$ cat src/rtl/bbm_pkg.sv
package bbm_pkg;

    typedef struct packed {
        logic [1:0] kind;
        logic [1:0] dir;
        logic [1:0] size;
    } brk_ctrl_t;

    localparam int CTRL_W = $bits(brk_ctrl_t);

    localparam logic [1:0] SZ_WORD = 2'b10;

    typedef enum logic [1:0] {
        RS_CTRL = 2'd0,
        RS_ADDR = 2'd1,
        RS_MASK = 2'd2,
        RS_FLAG = 2'd3
    } reg_sel_e;

endpackage

$ cat src/rtl/bbm_regs.sv
module bbm_regs
    import bbm_pkg::*;
#(
    parameter int ADDR_W = 32
) (
    input  logic              clk,
    input  logic              rst_n,
    input  logic              we,
    input  logic [1:0]        sel,
    input  logic [ADDR_W-1:0] wdata,
    input  logic              flag_in,
    output logic [ADDR_W-1:0] rdata,
    output brk_ctrl_t         ctrl,
    output logic [ADDR_W-1:0] cmp_addr,
    output logic [ADDR_W-1:0] cmp_mask,
    output logic              clr_pulse
);

    typedef struct packed {
        brk_ctrl_t         ctrl;
        logic [ADDR_W-1:0] cmp;
        logic [ADDR_W-1:0] msk;
    } regs_t;

    regs_t regs_d, regs_q;

    always_comb begin
        regs_d = regs_q;
        if (we) begin
            unique case (reg_sel_e'(sel))
                RS_CTRL: regs_d.ctrl = brk_ctrl_t'(wdata[CTRL_W-1:0]);
                RS_ADDR: regs_d.cmp  = wdata;
                RS_MASK: regs_d.msk  = wdata;
                default: ;
            endcase
        end
    end

    always_ff @(posedge clk or negedge rst_n) begin
        if (!rst_n) regs_q <= '0;
        else        regs_q <= regs_d;
    end

    always_comb begin
        unique case (reg_sel_e'(sel))
            RS_CTRL: rdata = ADDR_W'(regs_q.ctrl);
            RS_ADDR: rdata = regs_q.cmp;
            RS_MASK: rdata = regs_q.msk;
            default: rdata = ADDR_W'(flag_in);
        endcase
    end

    assign ctrl      = regs_q.ctrl;
    assign cmp_addr  = regs_q.cmp;
    assign cmp_mask  = regs_q.msk;
    assign clr_pulse = we && (sel == RS_FLAG) && wdata[0];

    // a control write is visible from the next cycle onward
    a_r9_ctrl_write: assert property (@(posedge clk) disable iff (!rst_n)
        (we && sel == RS_CTRL) |=> (ctrl == $past(wdata[CTRL_W-1:0])));

    // a mask write lands in the mask register
    a_r9_mask_write: assert property (@(posedge clk) disable iff (!rst_n)
        (we && sel == RS_MASK) |=> (cmp_mask == $past(wdata)));

    // without a write, the control word holds
    a_r10_ctrl_hold: assert property (@(posedge clk) disable iff (!rst_n)
        !(we && sel == RS_CTRL) |=> $stable(ctrl));

endmodule

$ cat src/rtl/bbm_match.sv
module bbm_match
    import bbm_pkg::*;
#(
    parameter int ADDR_W = 32
) (
    input  logic              valid,
    input  logic [ADDR_W-1:0] addr,
    input  logic              is_fetch,
    input  logic              is_write,
    input  logic [1:0]        size,
    input  brk_ctrl_t         ctrl,
    input  logic [ADDR_W-1:0] cmp_addr,
    input  logic [ADDR_W-1:0] cmp_mask,
    output logic              hit
);

    logic       kind_ok, dir_ok, size_ok, addr_ok;
    logic [1:0] eff_size;

    always_comb begin
        kind_ok  = is_fetch ? ctrl.kind[0] : ctrl.kind[1];
        dir_ok   = is_write ? ctrl.dir[1]  : ctrl.dir[0];
        eff_size = is_fetch ? SZ_WORD : size;
        size_ok  = (ctrl.size == 2'b00) || (ctrl.size == eff_size);
        addr_ok  = ((addr ^ cmp_addr) & ~cmp_mask) == '0;
        hit      = valid && kind_ok && dir_ok && size_ok && addr_ok;
    end

endmodule

$ cat src/rtl/bus_break_matcher.sv
module bus_break_matcher
    import bbm_pkg::*;
#(
    parameter int ADDR_W = 32
) (
    input  logic              clk,
    input  logic              rst_n,
    input  logic              reg_we,
    input  logic [1:0]        reg_sel,
    input  logic [ADDR_W-1:0] reg_wdata,
    output logic [ADDR_W-1:0] reg_rdata,
    input  logic              cyc_valid,
    input  logic [ADDR_W-1:0] cyc_addr,
    input  logic              cyc_fetch,
    input  logic              cyc_write,
    input  logic [1:0]        cyc_size,
    output logic              break_req
);

    typedef struct packed {
        logic brk;
    } flag_t;

    brk_ctrl_t         ctrl;
    logic [ADDR_W-1:0] cmp_addr, cmp_mask;
    logic              clr_pulse, hit;
    flag_t             flag_d, flag_q;

    bbm_regs #(.ADDR_W(ADDR_W)) u_regs (
        .clk      (clk),
        .rst_n    (rst_n),
        .we       (reg_we),
        .sel      (reg_sel),
        .wdata    (reg_wdata),
        .flag_in  (flag_q.brk),
        .rdata    (reg_rdata),
        .ctrl     (ctrl),
        .cmp_addr (cmp_addr),
        .cmp_mask (cmp_mask),
        .clr_pulse(clr_pulse)
    );

    bbm_match #(.ADDR_W(ADDR_W)) u_match (
        .valid    (cyc_valid),
        .addr     (cyc_addr),
        .is_fetch (cyc_fetch),
        .is_write (cyc_write),
        .size     (cyc_size),
        .ctrl     (ctrl),
        .cmp_addr (cmp_addr),
        .cmp_mask (cmp_mask),
        .hit      (hit)
    );

    // set has priority over a software clear
    always_comb begin
        flag_d = flag_q;
        if (clr_pulse) flag_d.brk = 1'b0;
        if (hit)       flag_d.brk = 1'b1;
    end

    always_ff @(posedge clk or negedge rst_n) begin
        if (!rst_n) flag_q <= '0;
        else        flag_q <= flag_d;
    end

    assign break_req = flag_q.brk;

    // kind selector 00 blocks every match
    a_r2_kind_off: assert property (@(posedge clk) disable iff (!rst_n)
        (ctrl.kind == 2'b00) |-> !hit);

    // direction selector 00 blocks every match
    a_r3_dir_off: assert property (@(posedge clk) disable iff (!rst_n)
        (ctrl.dir == 2'b00) |-> !hit);

    // a fetch never matches byte or longword size selectors
    a_r5_fetch_word: assert property (@(posedge clk) disable iff (!rst_n)
        (cyc_fetch && ctrl.size[0]) |-> !hit);

    // a hit implies the unmasked address bits agree
    a_r6_addr_match: assert property (@(posedge clk) disable iff (!rst_n)
        hit |-> (((cyc_addr ^ cmp_addr) & ~cmp_mask) == '0));

    // no hit without a valid cycle
    a_r7_valid_only: assert property (@(posedge clk) disable iff (!rst_n)
        !cyc_valid |-> !hit);

    // a match sets the request, winning over a clear
    a_r8_set: assert property (@(posedge clk) disable iff (!rst_n)
        hit |=> break_req);

    // the request holds until cleared
    a_r8_sticky: assert property (@(posedge clk) disable iff (!rst_n)
        (break_req && !clr_pulse) |=> break_req);

    // a clear without a match drops the request
    a_r8_clear: assert property (@(posedge clk) disable iff (!rst_n)
        (clr_pulse && !hit) |=> !break_req);

endmodule

$ cat config.mk
export PLATFORM = sky130hd
export DESIGN_NAME = bus_break_matcher
export DESIGN_NICKNAME = d
export VERILOG_FILES = /design/src/rtl/bbm_pkg.sv /design/src/rtl/bbm_regs.sv /design/src/rtl/bbm_match.sv /design/src/rtl/bus_break_matcher.sv
export SDC_FILE = /design/constraint.sdc
export NUM_CORES = 1
export LEC_CHECK = 0
export BUFFER_PORTS_ARGS = -buffer_cell sky130_fd_sc_hd__buf_2
export CAP_MARGIN = 20
export CELL_PAD_IN_SITES_DETAIL_PLACEMENT = 1
export CELL_PAD_IN_SITES_GLOBAL_PLACEMENT = 1
export CORE_UTILIZATION = 38
export CTS_BUF_LIST = sky130_fd_sc_hd__clkbuf_4 sky130_fd_sc_hd__clkbuf_8
export CTS_CLUSTER_DIAMETER = 150
export DETAILED_ROUTE_END_ITERATION = 7
export MAX_ROUTING_LAYER = met4
export PLACE_DENSITY_LB_ADDON = 0.12
export SYNTH_ARGS = -nofsm -noshare
export SYNTH_HDL_FRONTEND = slang
export SYNTH_SLANG_ARGS = --single-unit
$ cat constraint.sdc
create_clock -name clk -period 1.8 [get_ports clk]
set_input_delay 0.09 -clock clk [delete_from_list [all_inputs] [get_ports clk]]
set_output_delay 0.09 -clock clk [all_outputs]
set_load 0.02 [all_outputs]
==> out/qor.csv <==
metric,value,unit
pwr-share-comb,28.1,%
end_kind,flip-flop,
crit_chain,xnor2_2 -> o22ai_2 -> or4_4 -> or4_4 -> o31ai_4,
port_buffers,106,
core_area,8850,sq um
clock_sinks,71,
antenna_cells,0,
fin_crit_sh,110,%
power_leakage,2.21,nW
area_delta_synth_final,37.4,%
crit_buf_inv,0,
cts-root-buf,clkbuf_8,
yosys_register_bits,71,
synth_top_area_share,50.6,%
drive_gt1_share,52.2,%
pwr-share-clk,26.1,%
dp_slack,-162,ps
start_kind,flip-flop,
hp-class,primary input to flip-flop,
slowest_stage,or4_4,
layout.nets,493,
io_pins,107,
syn_nets,344,
first_pass_iters,6,
ir_worst_vdd,534,uV
drc,6,
tightest_slew,509,ps
start_util,39.7,%
die_area,9640,sq um
clk_pin_slew,80,ps
regToRegEndpoint,break_req,
crit_top_cell,or4_4,
grt_pass1_wl,16400,um
antenna_found_initial,0,
chipWidth,98.2,um
crit_arrival,2250,ps
r2r_start,u_regs.cmp_addr[5],
reg2reg_depth,5,
hold_violations,0,
final-setup-viol-count,1,
drtAntennaViolNets,0,
crit_path_max_incr_delay,530,ps
syn_inst,270,
vias,2802,
first_iter_violations,57,
path_depth,5,
status,"finished, violations left",
clk_path_buf_depth,2,
p_sw_share,30.3,%
drv_slew,0,
post-place-cells,487,
power.switching,1.43,mW
grt_max_degree,42,
worstSkewPairLatency,340,ps
critPathTopFamily,simple AND/OR/NAND/NOR gates,
synth.distinct_cells,29,
track_usage,23.0,%
power_density,978,nW/um^2
clock.fmax,504,MHz
clock_skew,7.01,ps
drv_cap,0,
seq_power_share,45.8,%
fin_cells,531,
hpwl,6980,um
grt_pass1_vias,3116,
whs,15.0,ps
reg2reg_setup_slack,-190,ps
yosysSeqAreaShare,50.6,%
routabilityCongestion,0.736,
fin_ws,-185,ps
yosysWarningCount,0,
violations,"design-rule violations, negative setup slack",
cp-startpoint,u_regs.cmp_addr[5],
grt-ovfl-total,0,
cts_max_level,3,
cts_tree,done,
die_h,98.2,um
p_int,3.29,mW
finalCriticalPeriod,1990,ps
required,2060,ps
worstSetupPathType,flip-flop to flip-flop,
cts_buffers,9,
drt_wl_total,9920,um
syn_area,3510,sq um
vias_per_cell,5.28,
rsz0062_at_grt,yes,
num_rows,34,
synthTopCellsByArea,"dfrtp_1 (51%), mux2_2 (22%), xnor2_1 (8.0%)",
crit_end,break_req,
worst_slew_margin_rel,65.9,%
path_max_fanout,2,
drt-wirelength-per-cell,18.7,um
syn_avg_cell_area,13.0,sq um
yosysTopAreaCell,dfrtp_1,
[what timing repair did]
action                     CTS  global route
gates resized for setup      0             7
hold buffers                27             1
setup endpoints to repair    1             1
buffers inserted             1             0
pin swaps                    4             6
hold endpoints to repair    79             1
[synthesized netlist by cell type]
| master | n |
|---|---|
| o31ai_1 | 1 |
| o22ai_2 | 1 |
| o2111ai_1 | 2 |
| buf_1 | 5 |
| o21ai_1 | 1 |
| nor3b_2 | 1 |
| mux4_2 | 1 |
| xnor2_1 | 32 |
| buf_2 | 1 |
| nor4_1 | 1 |
| a22o_2 | 1 |
| nand2b_1 | 1 |
| clkinv_1 | 1 |
| nand2_1 | 7 |
| nor2_8 | 1 |
| or4_1 | 3 |
| mux2_2 | 69 |
| inv_1 | 1 |
| a22o_1 | 25 |
| o22ai_1 | 14 |
| mux2i_1 | 5 |
| a21oi_1 | 2 |
| o21ai_0 | 8 |
| nand3b_1 | 2 |
| nor2_1 | 1 |
| clkbuf_1 | 8 |
| nand4_1 | 1 |
| nor2b_1 | 3 |
| dfrtp_1 | 71 |
[worst register-to-register path, stage by stage, from the launching register on]
cell and delay (ps):
dfrtp_1 410, xnor2_2 180, o22ai_2 100, or4_4 530
or4_4 440, o31ai_4 240
[placed cells by master (no fill, tap or decap), drive strengths merged]
cell           n
mux2i          5
o31ai          1
o22ai         15
clkbuf        11
bufinv         1
xnor2         32
clkinv         3
nor2           2
nand2b         1
inv            1
o2111ai        2
nor4           1
nand2          7
dfrtp         71
a21oi          2
o21ai          9
dlygate4sd3   28
buf          124
nor3b          1
or4            3
clkinvlp       1
mux2          69
mux4           1
nor2b          3
nand3b         2
a22o          26
nand4          1
[worst min path at each step]
stage	slack [ps]	from	cells after the start	end
floorplan	-210	rst_n	0	break_req
global placement	60	rst_n	1	u_regs.cmp_addr[27]
detailed placement	60	rst_n	1	u_regs.cmp_mask[27]
CTS	1	reg_wdata[6]	2	u_regs.cmp_mask[6]
global route	4	reg_wdata[28]	2	u_regs.cmp_mask[28]
finish	10	reg_wdata[1]	2	u_regs.cmp_addr[1]
[registers in the layout (all words and copies together), names as in the netlist]
register	flops
u_regs.cmp_addr	32
u_regs.cmp_mask	32
u_regs.ctrl	6
break_req	1
[area by class of cell]
class                      instances  area, sq um
inverter                           2         7.51
clock buffer                      11          139
timing repair buffer             152          998
clock inverter                     4         47.5
multi-input combinational        183         1730
tap                              108          135
sequential                        71         1780
fill                             952         4020
[per-layer routing]
layer  vias to the layer above  track usage (%)  wire (um)
met5                         -                -          0
met4                         0             7.81        152
met3                        14             5.15        439
met2                        75             37.0       4930
met1                      1415             28.8       4400
li1                       1298                -          -
[per-stage QoR]
stage	setup TNS [ps]	power (mW)	util (%)	cell area [sq um]
after floorplan	0	2.93	-	3510
after global placement	-99.1	3.40	48.7	4310
after detailed placement	-162	3.45	48.7	4310
after CTS	-136	4.74	54.0	4780
after global routing	-254	5.01	54.6	4830
final	-185	4.72	54.6	4830
[cell families after synthesis]
logic type,count (synthesis),share of synthesized area [%]
flops,71,50.6
compound gates,55,11.6
xor+xnor,32,7.97
mux,75,24.2
simple gates,21,3.92
buf+inv,16,1.74
[power groups by stage]
| stage | clock network, mW | registers, mW | logic [mW] |
|---|---|---|---|
| 3_5_place_dp | 0 | 2.19 | 1.26 |
| 5_1_grt | 1.35 | 2.21 | 1.45 |
| 6_report | 1.23 | 2.16 | 1.33 |
| 3_3_place_gp | 0 | 2.16 | 1.24 |
| 4_1_cts | 1.27 | 2.16 | 1.32 |
| 2_1_floorplan | 0 | 2.12 | 0.813 |
No activity file was read; power rests on OpenSTA's default activity.
